## src/rtl/pwm8_pkg.sv

```systemverilog
package pwm8_pkg;
   localparam int unsigned REG_W    = 32;
   localparam int unsigned RUN_POS  = 31;
   localparam int unsigned PARK_POS = 30;

   // Bits that hold state: run, parked level and the two packed fields.
   function automatic logic [REG_W-1:0] keep_mask(input int unsigned fw);
      logic [REG_W-1:0] m;
      m = '0;
      m[RUN_POS]  = 1'b1;
      m[PARK_POS] = 1'b1;
      for (int unsigned i = 0; i < 2 * fw; i++) m[i] = 1'b1;
      return m;
   endfunction
endpackage

```

## src/rtl/pwm8_ctrl_reg.sv

```systemverilog
module pwm8_ctrl_reg #(
   parameter int unsigned FIELD_W = 8
) (
   input  logic                        clk,
   input  logic                        rst,
   input  logic                        wr_en,
   input  logic [pwm8_pkg::REG_W-1:0]  wr_data,
   output logic [pwm8_pkg::REG_W-1:0]  cfg_q
);
   localparam logic [pwm8_pkg::REG_W-1:0] KEEP = pwm8_pkg::keep_mask(FIELD_W);

   for (genvar b = 0; b < pwm8_pkg::REG_W; b++) begin : g_bit
      if (KEEP[b]) begin : g_store
         logic q;
         always_ff @(posedge clk) begin
            if (rst)        q <= 1'b0;
            else if (wr_en) q <= wr_data[b];
         end
         assign cfg_q[b] = q;
      end else begin : g_rsvd
         assign cfg_q[b] = 1'b0;
      end
   end
endmodule

```

## src/rtl/pwm8_prescaler.sv

```systemverilog
module pwm8_prescaler #(
   parameter int unsigned FIELD_W = 8
) (
   input  logic               clk,
   input  logic               rst,
   input  logic               run,
   input  logic [FIELD_W-1:0] div,
   output logic               tick
);
   logic [FIELD_W-1:0] cnt_q;
   logic [FIELD_W-1:0] term;

   // Field value 0 wraps to all ones here, which gives the full 2**FIELD_W division.
   assign term = div - FIELD_W'(1);
   assign tick = run && (cnt_q == term);

   always_ff @(posedge clk) begin
      if (rst || !run) cnt_q <= '0;
      else if (tick)   cnt_q <= '0;
      else             cnt_q <= cnt_q + FIELD_W'(1);
   end
endmodule

```

## src/rtl/pwm8_frame.sv

```systemverilog
module pwm8_frame #(
   parameter int unsigned FIELD_W = 8
) (
   input  logic               clk,
   input  logic               rst,
   input  logic               run,
   input  logic               tick,
   input  logic [FIELD_W-1:0] div_in,
   input  logic [FIELD_W-1:0] low_in,
   output logic [FIELD_W-1:0] frame_q,
   output logic [FIELD_W-1:0] div_sh,
   output logic [FIELD_W-1:0] low_sh,
   output logic               level_hi
);
   logic wrap;
   assign wrap     = tick && (&frame_q);
   assign level_hi = (frame_q >= low_sh);

   always_ff @(posedge clk) begin
      if (rst) begin
         frame_q <= '0;
         div_sh  <= '0;
         low_sh  <= '0;
      end else if (!run) begin
         frame_q <= '0;
         div_sh  <= div_in;
         low_sh  <= low_in;
      end else if (tick) begin
         frame_q <= frame_q + FIELD_W'(1);
         if (wrap) begin
            div_sh <= div_in;
            low_sh <= low_in;
         end
      end
   end
endmodule

```

## src/rtl/pwm8_prescaled.sv

```systemverilog
module pwm8_prescaled #(
   parameter int unsigned FIELD_W = 8
) (
   input  logic        clk,
   input  logic        rst,
   input  logic        wr_en,
   input  logic [31:0] wr_data,
   output logic [31:0] rd_data,
   output logic        pwm_out
);
   localparam int unsigned DIV_LSB = FIELD_W;

   if (FIELD_W < 2 || 2 * FIELD_W > pwm8_pkg::PARK_POS) begin : g_bad_width
      $error("FIELD_W must leave room below the parked-level bit");
   end

   logic [31:0]        cfg;
   logic               run_en;
   logic               park_lvl;
   logic               run_q;
   logic               tick;
   logic [FIELD_W-1:0] frame_q;
   logic [FIELD_W-1:0] div_sh;
   logic [FIELD_W-1:0] low_sh;
   logic               level_hi;

   pwm8_ctrl_reg #(.FIELD_W(FIELD_W)) reg_i (
      .clk(clk), .rst(rst), .wr_en(wr_en), .wr_data(wr_data), .cfg_q(cfg)
   );

   assign run_en   = cfg[pwm8_pkg::RUN_POS];
   assign park_lvl = cfg[pwm8_pkg::PARK_POS];
   assign rd_data  = cfg;

   // run_q lags the run bit by one cycle; the gap clears both counters on a start.
   always_ff @(posedge clk) begin
      if (rst) run_q <= 1'b0;
      else     run_q <= run_en;
   end

   pwm8_prescaler #(.FIELD_W(FIELD_W)) pre_i (
      .clk(clk), .rst(rst), .run(run_q), .div(div_sh), .tick(tick)
   );

   pwm8_frame #(.FIELD_W(FIELD_W)) frm_i (
      .clk(clk), .rst(rst), .run(run_q), .tick(tick),
      .div_in(cfg[DIV_LSB +: FIELD_W]), .low_in(cfg[0 +: FIELD_W]),
      .frame_q(frame_q), .div_sh(div_sh), .low_sh(low_sh), .level_hi(level_hi)
   );

   assign pwm_out = (run_en && run_q) ? level_hi : park_lvl;
endmodule

```

## config.mk

```make
export PLATFORM = sky130hd
export DESIGN_NAME = pwm8_prescaled
export DESIGN_NICKNAME = d
export VERILOG_FILES = /design/src/rtl/pwm8_pkg.sv /design/src/rtl/pwm8_ctrl_reg.sv /design/src/rtl/pwm8_prescaler.sv /design/src/rtl/pwm8_frame.sv /design/src/rtl/pwm8_prescaled.sv
export SDC_FILE = /design/constraint.sdc
export NUM_CORES = 1
export LEC_CHECK = 0
export BUFFER_PORTS_ARGS = -buffer_cell sky130_fd_sc_hd__buf_2
export CAP_MARGIN = 40
export CORE_ASPECT_RATIO = 1.5
export CORE_UTILIZATION = 34
export DETAILED_ROUTE_END_ITERATION = 10
export PLACE_DENSITY = 0.55
export RECOVER_POWER = 25
export SLEW_MARGIN = 15
export SYNTH_ARGS = -nofsm -noshare
export SYNTH_HDL_FRONTEND = slang
export SYNTH_HIERARCHICAL = 1
export SYNTH_SLANG_ARGS = --single-unit
```

## constraint.sdc

```tcl
create_clock -name clk -period 3.4 [get_ports clk]
set_input_delay 0.34 -clock clk [delete_from_list [all_inputs] [get_ports clk]]
set_output_delay 0.34 -clock clk [all_outputs]
set_load 0.02 [all_outputs]
```

==> metrics <==
cell count after synthesis 273; largest family of logic cells by synthesized area simple AND/OR/NAND/NOR gates; worst endpoint required time 3.52 ns; Post-Synth XOR/XNOR Area 7.64%; core area 7560 µm²; Crit path buffers/inverters 2; DRT antenna net count 0; Placer Congestion 0.765; #FFs+latches synth 51; drt drc 1; crit path kind register to register; hold buffers post-CTS 0; Final Skew 0.00626 ns; Post-Synth Simple-Gate Area 14.5%; # diodes 0; Largest delay share family, worst path simple AND/OR/NAND/NOR gates; number of buffers added for setup after CTS 0; crit-path max FO 16; Fin. Hold Viols 0; largest net degree at the start of global routing 38; clk sinks 51; vias 1796; clock-pin slew on the worst setup and hold paths 0.07 ns; clk_lat worst skew 0.29 ns; 1st-pass router iterations 7; failing checks design-rule violations, max-capacitance violations, max-slew violations; initial drt markers 37; status finished with violations; Placed Cells 388; setup TNS 0 ns; EDFF count, synth 0; RSZ-0062 raised after global routing no; Routed WL per cell 11.3 µm; Slew @ Worst Pin 1.60 ns; Ports 68; synth warn 6; async set-reset flop share out of synthesis 0%; layout cells sized above 1 18.0%; routed wire length 4490 µm; # rows 39; Peak VDD IR 0.230 mV; final setup fails 0; Compound-Gate Fraction of Synth Area 6.40%; chip height 110 µm; period utilisation layout 85.9%; Starting Density 34.9%; Final min period 2.92 ns; Worst setup SP type register; max-cap viol count 1; Area Growth Syn to Fin 8.87%; Slew Viols, Final 38; library cells used by synthesis 42; DIE WIDTH 73.9 µm; vias in the first global route 1681; initial antenna violation count 0; Synth Flop Type dfxtp_1; CP peak stage delay 0.45 ns; Worst Path Arrival 3.04 ns; Final #Nets 339; Layout fillers 774; Max Fclk 343 MHz; die area 8120 µm²; Leakage Power 1.34 nW; Pwr per Cell Area 451 nW/µm²; Total Routing Usage GR 12.1%; CTS tree built; slowest CP cell dfxtp_1; DR vias/cell 4.54; final non-filler cell total 396; syn avg cell area 9.66 µm²; total grt overflow 0; Post-Syn Area 2640 µm²; CTS buffer count 5; first-pass GRT wire length 7530 µm; H-tree level count 2; max_slew headroom -6.53%; fraction of synthesized area in multiplexers 13.9%; root buffer cell clkbuf_16; Clock Path Buffers 2; Post-DP HPWL 3290 µm; Hold Crit Class primary input to register; crit-path cells inv_1 > ha_1 > xnor2_1 > and4b_1 > a41oi_1 > nand2_1 > and2_1 > nand4_4 > o21ai_4 > buf_12 > mux2i_1 > nor2_1; post-CTS sizing 0; IO buf count 39; Critical Path End Type register; post-synthesis sequential area ratio 38.7%; Post-Synth Adder-Cell Area 5.22%
[cells in the mapped netlist (4+ instances only)]
| cell type | n | area share (%) |
|---|---|---|
| xor2_1 | 10 | 3.3 |
| a211oi_1 | 9 | 2.6 |
| nand2_1 | 6 | 0.85 |
| mux2i_1 | 35 | 13 |
| inv_1 | 11 | 1.6 |
| dfxtp_1 | 51 | 39 |
| nand2b_1 | 5 | 1.2 |
| nand3_1 | 4 | 0.76 |
| xnor2_1 | 13 | 4.3 |
| buf_4 | 32 | 9.1 |
| ha_1 | 11 | 5.2 |
| nor2_1 | 43 | 6.1 |
[worst reg2reg max path, stage by stage, from the launching register on]
cell	delay (ns)
dfxtp_1	0.45
inv_1	0.07
ha_1	0.29
xnor2_1	0.18
and4b_1	0.21
a41oi_1	0.05
nand2_1	0.30
and2_1	0.37
nand4_4	0.18
o21ai_4	0.20
buf_12	0.19
mux2i_1	0.20
nor2_1	0.05
[metrics by stage]
stage	worst slack [ns]	hold slack (ns)	total power, mW	instance area [µm²]	utilization (%)
5_1_grt	0.232	0.287	1.37	2870	38.0
3_3_place_gp	0.602	0.475	0.796	2720	36.0
3_5_place_dp	0.526	0.484	0.799	2720	36.0
2_1_floorplan	0.644	0.412	0.791	2690	-
6_report	0.480	0.280	1.29	2870	38.0
4_1_cts	0.503	0.275	1.32	2870	38.0
[metal layers]
| layer | vias to the layer above | wire [µm] | global-route usage [%] |
|---|---|---|---|
| li1 | 916 | - | - |
| met3 | 4 | 117 | 3.02 |
| met4 | 0 | 29 | 5.91 |
| met1 | 838 | 2140 | 14.6 |
| met5 | - | 0 | 0 |
| met2 | 38 | 2210 | 19.7 |
[final timing paths]
kind	startpoint	endpoint	slack, ns	cells past startpoint
min	wr_data[5]	reg_i/g_bit[5].g_store.q	0.28	3
max	frm_i/div_sh[0]	frm_i/div_sh[7]	0.48	12
max reg2reg	frm_i/div_sh[0]	frm_i/div_sh[7]	0.48	12
min reg2reg	frm_i/low_sh[3]	frm_i/low_sh[3]	0.50	2
[cell usage in the layout (no fill, tap or decap), types with 2 or more instances in the layout]
| cell | count |
|---|---|
| dfxtp_1 | 51 |
| nand2_1 | 6 |
| xor2_1 | 10 |
| inv_1 | 11 |
| nand3_1 | 4 |
| mux2i_1 | 35 |
| clkbuf_16 | 5 |
| a21o_1 | 2 |
| nor3_1 | 3 |
| a21oi_1 | 3 |
| nor2_1 | 43 |
| buf_2 | 38 |
| o21ai_0 | 2 |
| ha_1 | 11 |
| nand4_1 | 2 |
| o21ai_1 | 2 |
| a211oi_1 | 9 |
| and3_1 | 3 |
| conb_1 | 14 |
| xnor2_1 | 13 |
| nand2b_1 | 5 |
[power breakdown]
part / switching, mW / total [mW] / internal, mW
clock: 0.229 / 0.510 / 0.281
combinational: 0.0893 / 0.148 / 0.0589
sequential: 0.0179 / 0.636 / 0.619
total: 0.337 / 1.29 / 0.958
[cell type report]
type,count,area (µm²),area share [%]
multi-input cells,183,1310,45.5
flip-flops and latches,51,1020,35.6
repair buffers,41,221,7.71
well taps,102,128,4.44
clock buffers,5,125,4.36
inverters,11,41.3,1.44
clock inverters,3,27.5,0.959
[cells by family (layout without fill, tap and decap cells)]
logic type                 count (synthesis)  count (layout)
and+or+nand+nor                           76              76
AOI/OAI and AO/OA                         23              23
buffers and inverters                     52              60
DFF                                       51              51
other                                      1              14
adders and majority gates                 11              11
xor gates and xnor gates                  23              23
muxes                                     36              36
[sequential cells by signal, indices dropped and copies added (netlist names)]
register / cells
reg_i/g_bit.g_store.q: 18
frm_i/div_sh: 8
frm_i/frame_q: 8
frm_i/low_sh: 8
pre_i/cnt_q: 8
run_q: 1
Power figures use the tool's default switching activity.
